[config.mk]
export PLATFORM = sky130hd
export DESIGN_NAME = deser_mode_ctrl
export DESIGN_NICKNAME = d
export VERILOG_FILES = /design/src/rtl/dsom_pkg.sv /design/src/rtl/dsom_route_sel.sv /design/src/rtl/dsom_trs_watch.sv /design/src/rtl/dsom_out_stage.sv /design/src/rtl/deser_mode_ctrl.sv
export SDC_FILE = /design/constraint.sdc
export NUM_CORES = 1
export LEC_CHECK = 0
export BUFFER_PORTS_ARGS = -buffer_cell sky130_fd_sc_hd__buf_2
export CAP_MARGIN = 20
export CORE_UTILIZATION = 28
export DETAILED_ROUTE_END_ITERATION = 10
export HOLD_SLACK_MARGIN = 0.12
export PLACE_DENSITY = 0.63
export SYNTH_ARGS = -nofsm -noshare
export SYNTH_HDL_FRONTEND = slang
export SYNTH_SLANG_ARGS = --single-unit
[constraint.sdc]
create_clock -name clk -period 2.11 [get_ports clk]
set_input_delay 0 -clock clk [delete_from_list [all_inputs] [get_ports clk]]
set_output_delay 0 -clock clk [all_outputs]
set_load 0.005 [all_outputs]
[src/rtl/dsom_pkg.sv]
package dsom_pkg;
  typedef enum logic [1:0] {
    ROUTE_RAW    = 2'd0,
    ROUTE_MASTER = 2'd1,
    ROUTE_SLAVE  = 2'd2
  } route_e;
endpackage

[src/rtl/dsom_route_sel.sv]
module dsom_route_sel
  import dsom_pkg::*;
(
  input  logic   master_i,
  input  logic   std_i,
  input  logic   asi_i,
  output route_e route_o
);
  always_comb begin
    if (master_i)            route_o = ROUTE_MASTER;
    else if (std_i || asi_i) route_o = ROUTE_SLAVE;
    else                     route_o = ROUTE_RAW;
  end
endmodule

[src/rtl/dsom_trs_watch.sv]
module dsom_trs_watch #(
  parameter int MISS_LIMIT = 4096
) (
  input  logic clk,
  input  logic rst,
  input  logic trs_i,
  output logic missing_o
);
  localparam int CNT_W = $clog2(MISS_LIMIT + 1);
  localparam logic [CNT_W-1:0] LAST = CNT_W'(MISS_LIMIT - 1);

  logic [CNT_W-1:0] gap_q;

  always_ff @(posedge clk) begin
    if (rst) begin
      gap_q     <= '0;
      missing_o <= 1'b1;
    end else if (trs_i) begin
      gap_q     <= '0;
      missing_o <= 1'b0;
    end else if (!missing_o) begin
      if (gap_q == LAST) missing_o <= 1'b1;
      else               gap_q     <= gap_q + 1'b1;
    end
  end
endmodule

[src/rtl/dsom_out_stage.sv]
module dsom_out_stage
  import dsom_pkg::*;
#(
  parameter int W = 20
) (
  input  logic         clk,
  input  logic         rst,
  input  route_e       route_i,
  input  logic         missing_i,
  input  logic         std_strap_i,
  input  logic         pll_lock_i,
  input  logic         dec_lock_i,
  input  logic [W-1:0] dec_word_i,
  input  logic [W-1:0] raw_word_i,
  output logic [W-1:0] data_o,
  output logic         lock_o,
  output logic         std_o
);
  logic [W-1:0] data_d;
  logic         lock_d;
  logic         std_d;

  always_comb begin
    data_d = dec_word_i;
    lock_d = dec_lock_i;
    std_d  = 1'b1;
    unique case (route_i)
      ROUTE_RAW: begin
        data_d = raw_word_i;
        lock_d = pll_lock_i;
        std_d  = 1'b0;
      end
      ROUTE_MASTER: begin
        if (missing_i) begin
          data_d = '0;
          lock_d = 1'b0;
          std_d  = 1'b0;
        end
      end
      default: std_d = std_strap_i;
    endcase
  end

  always_ff @(posedge clk) begin
    if (rst) begin
      data_o <= '0;
      lock_o <= 1'b0;
      std_o  <= 1'b0;
    end else begin
      data_o <= data_d;
      lock_o <= lock_d;
      std_o  <= std_d;
    end
  end
endmodule

[src/rtl/deser_mode_ctrl.sv]
module deser_mode_ctrl
  import dsom_pkg::*;
#(
  parameter int W          = 20,
  parameter int MISS_LIMIT = 4096
) (
  input  logic         clk,
  input  logic         rst,
  input  logic         strap_master_i,
  input  logic         strap_std_i,
  input  logic         strap_asi_i,
  input  logic         pll_lock_i,
  input  logic         dec_lock_i,
  input  logic         trs_seen_i,
  input  logic [W-1:0] dec_word_i,
  input  logic [W-1:0] raw_word_i,
  output logic [W-1:0] data_o,
  output logic         lock_o,
  output logic         std_o
);
  route_e route;
  logic   missing;

  dsom_route_sel i_sel (
    .master_i (strap_master_i),
    .std_i    (strap_std_i),
    .asi_i    (strap_asi_i),
    .route_o  (route)
  );

  dsom_trs_watch #(.MISS_LIMIT(MISS_LIMIT)) i_watch (
    .clk       (clk),
    .rst       (rst),
    .trs_i     (trs_seen_i),
    .missing_o (missing)
  );

  dsom_out_stage #(.W(W)) i_out (
    .clk         (clk),
    .rst         (rst),
    .route_i     (route),
    .missing_i   (missing),
    .std_strap_i (strap_std_i),
    .pll_lock_i  (pll_lock_i),
    .dec_lock_i  (dec_lock_i),
    .dec_word_i  (dec_word_i),
    .raw_word_i  (raw_word_i),
    .data_o      (data_o),
    .lock_o      (lock_o),
    .std_o       (std_o)
  );
endmodule

==> impl_metrics.env <==
export IMPL_cts_sinks=36
export IMPL_layout_setup_ws_ns=0.355
export IMPL_worstPathRequired_ns=2.27
export IMPL_mostFrequentLayoutCells="69 x buf_2, 45 x dlygate4sd3_1, 36 x dfxtp_1"
export IMPL_synth_area_top_cells="dfxtp_1 51%, a22oi_1 11%, nor2_1 6.9%"
export IMPL_crit_fanout=21
export IMPL_die_h_um=72.9
export IMPL_p_leak_nw=1.03
export IMPL_path_delay_family="buffers and inverters"
export IMPL_clk_path_buf_depth=2
export IMPL_io_pins=70
export IMPL_drive_gt1_share_pct=31.1
export IMPL_final_common_cell="buf_2"
export IMPL_htree_num_levels=2
export IMPL_peakVddDrop_mv=0.407
export IMPL_final_cells=331
export IMPL_synth_top_area_share_pct=51.2
export IMPL_dp_cells=278
export IMPL_cp_num_cells=8
export IMPL_wl_per_cell_um=12.3
export IMPL_fin_skew_ns=0.00619
export IMPL_drv_slew=0
export IMPL_portBuffers=69
export IMPL_nets=312
export IMPL_finalSetupTns_ns=0
export IMPL_grt_pass1_vias=1546
export IMPL_area_growth_pct=67.4
export IMPL_worst_path_most_repeated_cell="dlygate4sd3_1"
export IMPL_cp_slowest_cell="dlygate4sd3_1"
export IMPL_period_needed_ns=1.75
export IMPL_place_ws_ns=0.390
export IMPL_synth_seq_cells=36
export IMPL_cpPeakStageDelay_ns=0.58
export IMPL_worst_path_buf_inv=4
export IMPL_wl_mm=4.08
export IMPL_arrival_ns=1.91
export IMPL_grt_usage_pct=16.2
export IMPL_rows=25
export IMPL_relSlewSlack_pct=57.4
export IMPL_holdWs_ns=0.135
export IMPL_yosys_warnings=0
export IMPL_vias=1563
export IMPL_finalSetupViolCount=0
export IMPL_start_kind="primary input"
export IMPL_synth_area_mm2=0.00141
export IMPL_clock_root_buffer="clkbuf_8"
export IMPL_die_w_um=72.9
export IMPL_cts_tree="done"
export IMPL_synth_top_area_cell="dfxtp_1"
export IMPL_core_area_mm2=0.00479
export IMPL_num_fill_cells=439
export IMPL_p_per_area_mw_per_mm2=619
export IMPL_cts_buffers=5
export IMPL_synth_nets=198
export IMPL_fin_crit_sh_pct=83.2
export IMPL_antenna_cells=0
export IMPL_r2r_cells=5
export IMPL_min_path_type="primary input to flop"
export IMPL_die_area_mm2=0.00531
export IMPL_dr_pass1_iters=4
export IMPL_start_util_pct=29.4
export IMPL_ys_seq_area_share_pct=51.2
export IMPL_antenna_found_initial=0
export IMPL_end_kind="flop"
export IMPL_grt_pass1_wl_mm=6.62
export IMPL_clkLatencyLatePin_ns=0.29
export IMPL_tightest_slew_ns=0.633
export IMPL_overflow=0
export IMPL_drc=0
export IMPL_routed_via_density=4.72
export IMPL_synth_cells=149
export IMPL_path_clk_slew_ns=0.07
export IMPL_drv_cap=0
export IMPL_outcome="finished clean"
export IMPL_antenna_left=0
export IMPL_cts_post_setup_buffers_inserted=0
export IMPL_hpwl_mm=2.34
export IMPL_first_iter_violations=44
export IMPL_critPathKind="primary input to flop"
export IMPL_grt_max_degree=27
export IMPL_fmax_ghz=0.570
export IMPL_gp_congestion=0.789
export IMPL_rsz0062_at_grt="false"
export IMPL_fin_util_pct=49.2
export IMPL_hold_viol_final=0
export IMPL_postSynthAreaPerCell_um2=9.44
export IMPL_ys_types=35
export IMPL_min_path_cells=2
export IMPL_path_cells="dlygate4sd3_1, buf_2, nor3_2, a21oi_1, buf_4, a22oi_1, dlygate4sd3_1, nor2_1"
cells by family after synthesis:
family | count (synthesis) | share of synthesized area [%]
XOR/XNOR | 1 | 0.623
multiplexers | 2 | 1.42
flip-flops | 36 | 51.2
buffers and inverters | 12 | 3.74
adder cells (fa/ha/maj) | 1 | 0.890
AND/OR/NAND/NOR | 53 | 19.5
AO/OA/AOI/OAI | 44 | 22.6
layer usage:
| metal | vias to the layer above | global-route usage [%] | routed length (um) | share of wire (%) |
|---|---|---|---|---|
| li1 | 778 | - | - | - |
| met1 | 735 | 16.8 | 1720 | 42 |
| met2 | 44 | 31.6 | 2140 | 52 |
| met3 | 6 | 3.73 | 164 | 4.0 |
| met4 | 0 | 5.88 | 59 | 1.4 |
| met5 | - | 0 | 0 | 0 |
Yosys cell counts:
library cell   n
o31ai_1        5
a22oi_1       21
and4_1         1
nor2_1        26
o41a_1         1
a41o_1         1
ha_1           1
nand3b_1       2
a41oi_1        1
o21ai_0        2
nand2_1        6
or2_2          1
mux2i_1        2
inv_1          3
nor4_1         1
a21oi_1        8
nand4_2        1
nor4_2         1
dfxtp_1       36
buf_6          1
clkbuf_1       8
nand4b_1       1
and3_1         1
and4b_1        1
nand3_1        2
nand4_1        1
or4_1          3
o21bai_1       1
a31oi_1        1
xnor2_1        1
or3_1          3
o311a_1        1
a21oi_2        1
a21bo_1        1
nor3_1         2
cell type report:
cell class	count	area, um^2	share of cell area, %
clock buffers	8	90.1	3.83
inverters	3	11.3	0.478
multi-input cells	101	638	27.1
flip-flops and latches	36	721	30.6
well taps	67	83.8	3.56
repair buffers	116	811	34.4
through the flow:
step                total power, mW  area [um^2]
global route                   1.52         2350
CTS                            1.46         2350
global placement              0.883         1810
finish                         1.46         2350
floorplan                     0.803         1410
detailed placement            0.885         1810
worst reg2reg max path: stages (launching register included):
cell     delay [ns]
dfxtp_1        0.38
ha_1           0.22
nand3_1        0.17
o41a_1         0.55
nand4_1        0.17
mux2i_1        0.18
state kept, by name (all words and copies together) (netlist names):
register,cells
i_out.std_o,1
i_watch.missing_o,1
i_watch.gap_q,13
i_out.lock_o,1
i_out.data_o,20
power by group:
part           leakage, nW  internal, mW  total (mW)  switching, mW
sequential           0.295         0.708       0.717        0.00941
clock               0.0455         0.266       0.498          0.232
combinational        0.693         0.149       0.242         0.0936
final timing paths:
kind | start | to | slack [ns]
max | strap_std_i | i_out.data_o[8] | 0.36
min | rst | i_out.data_o[19] | 0.14
max reg2reg | i_watch.gap_q[0] | i_watch.gap_q[3] | 0.37
min reg2reg | i_watch.gap_q[11] | i_watch.gap_q[11] | 0.48
timing repair:
item | 4_1_cts | 5_1_grt
hold buffers | 45 | 0
gates resized for setup | 0 | 0
hold endpoints to repair | 25 | 0
(Power assumes the default switching activity.)
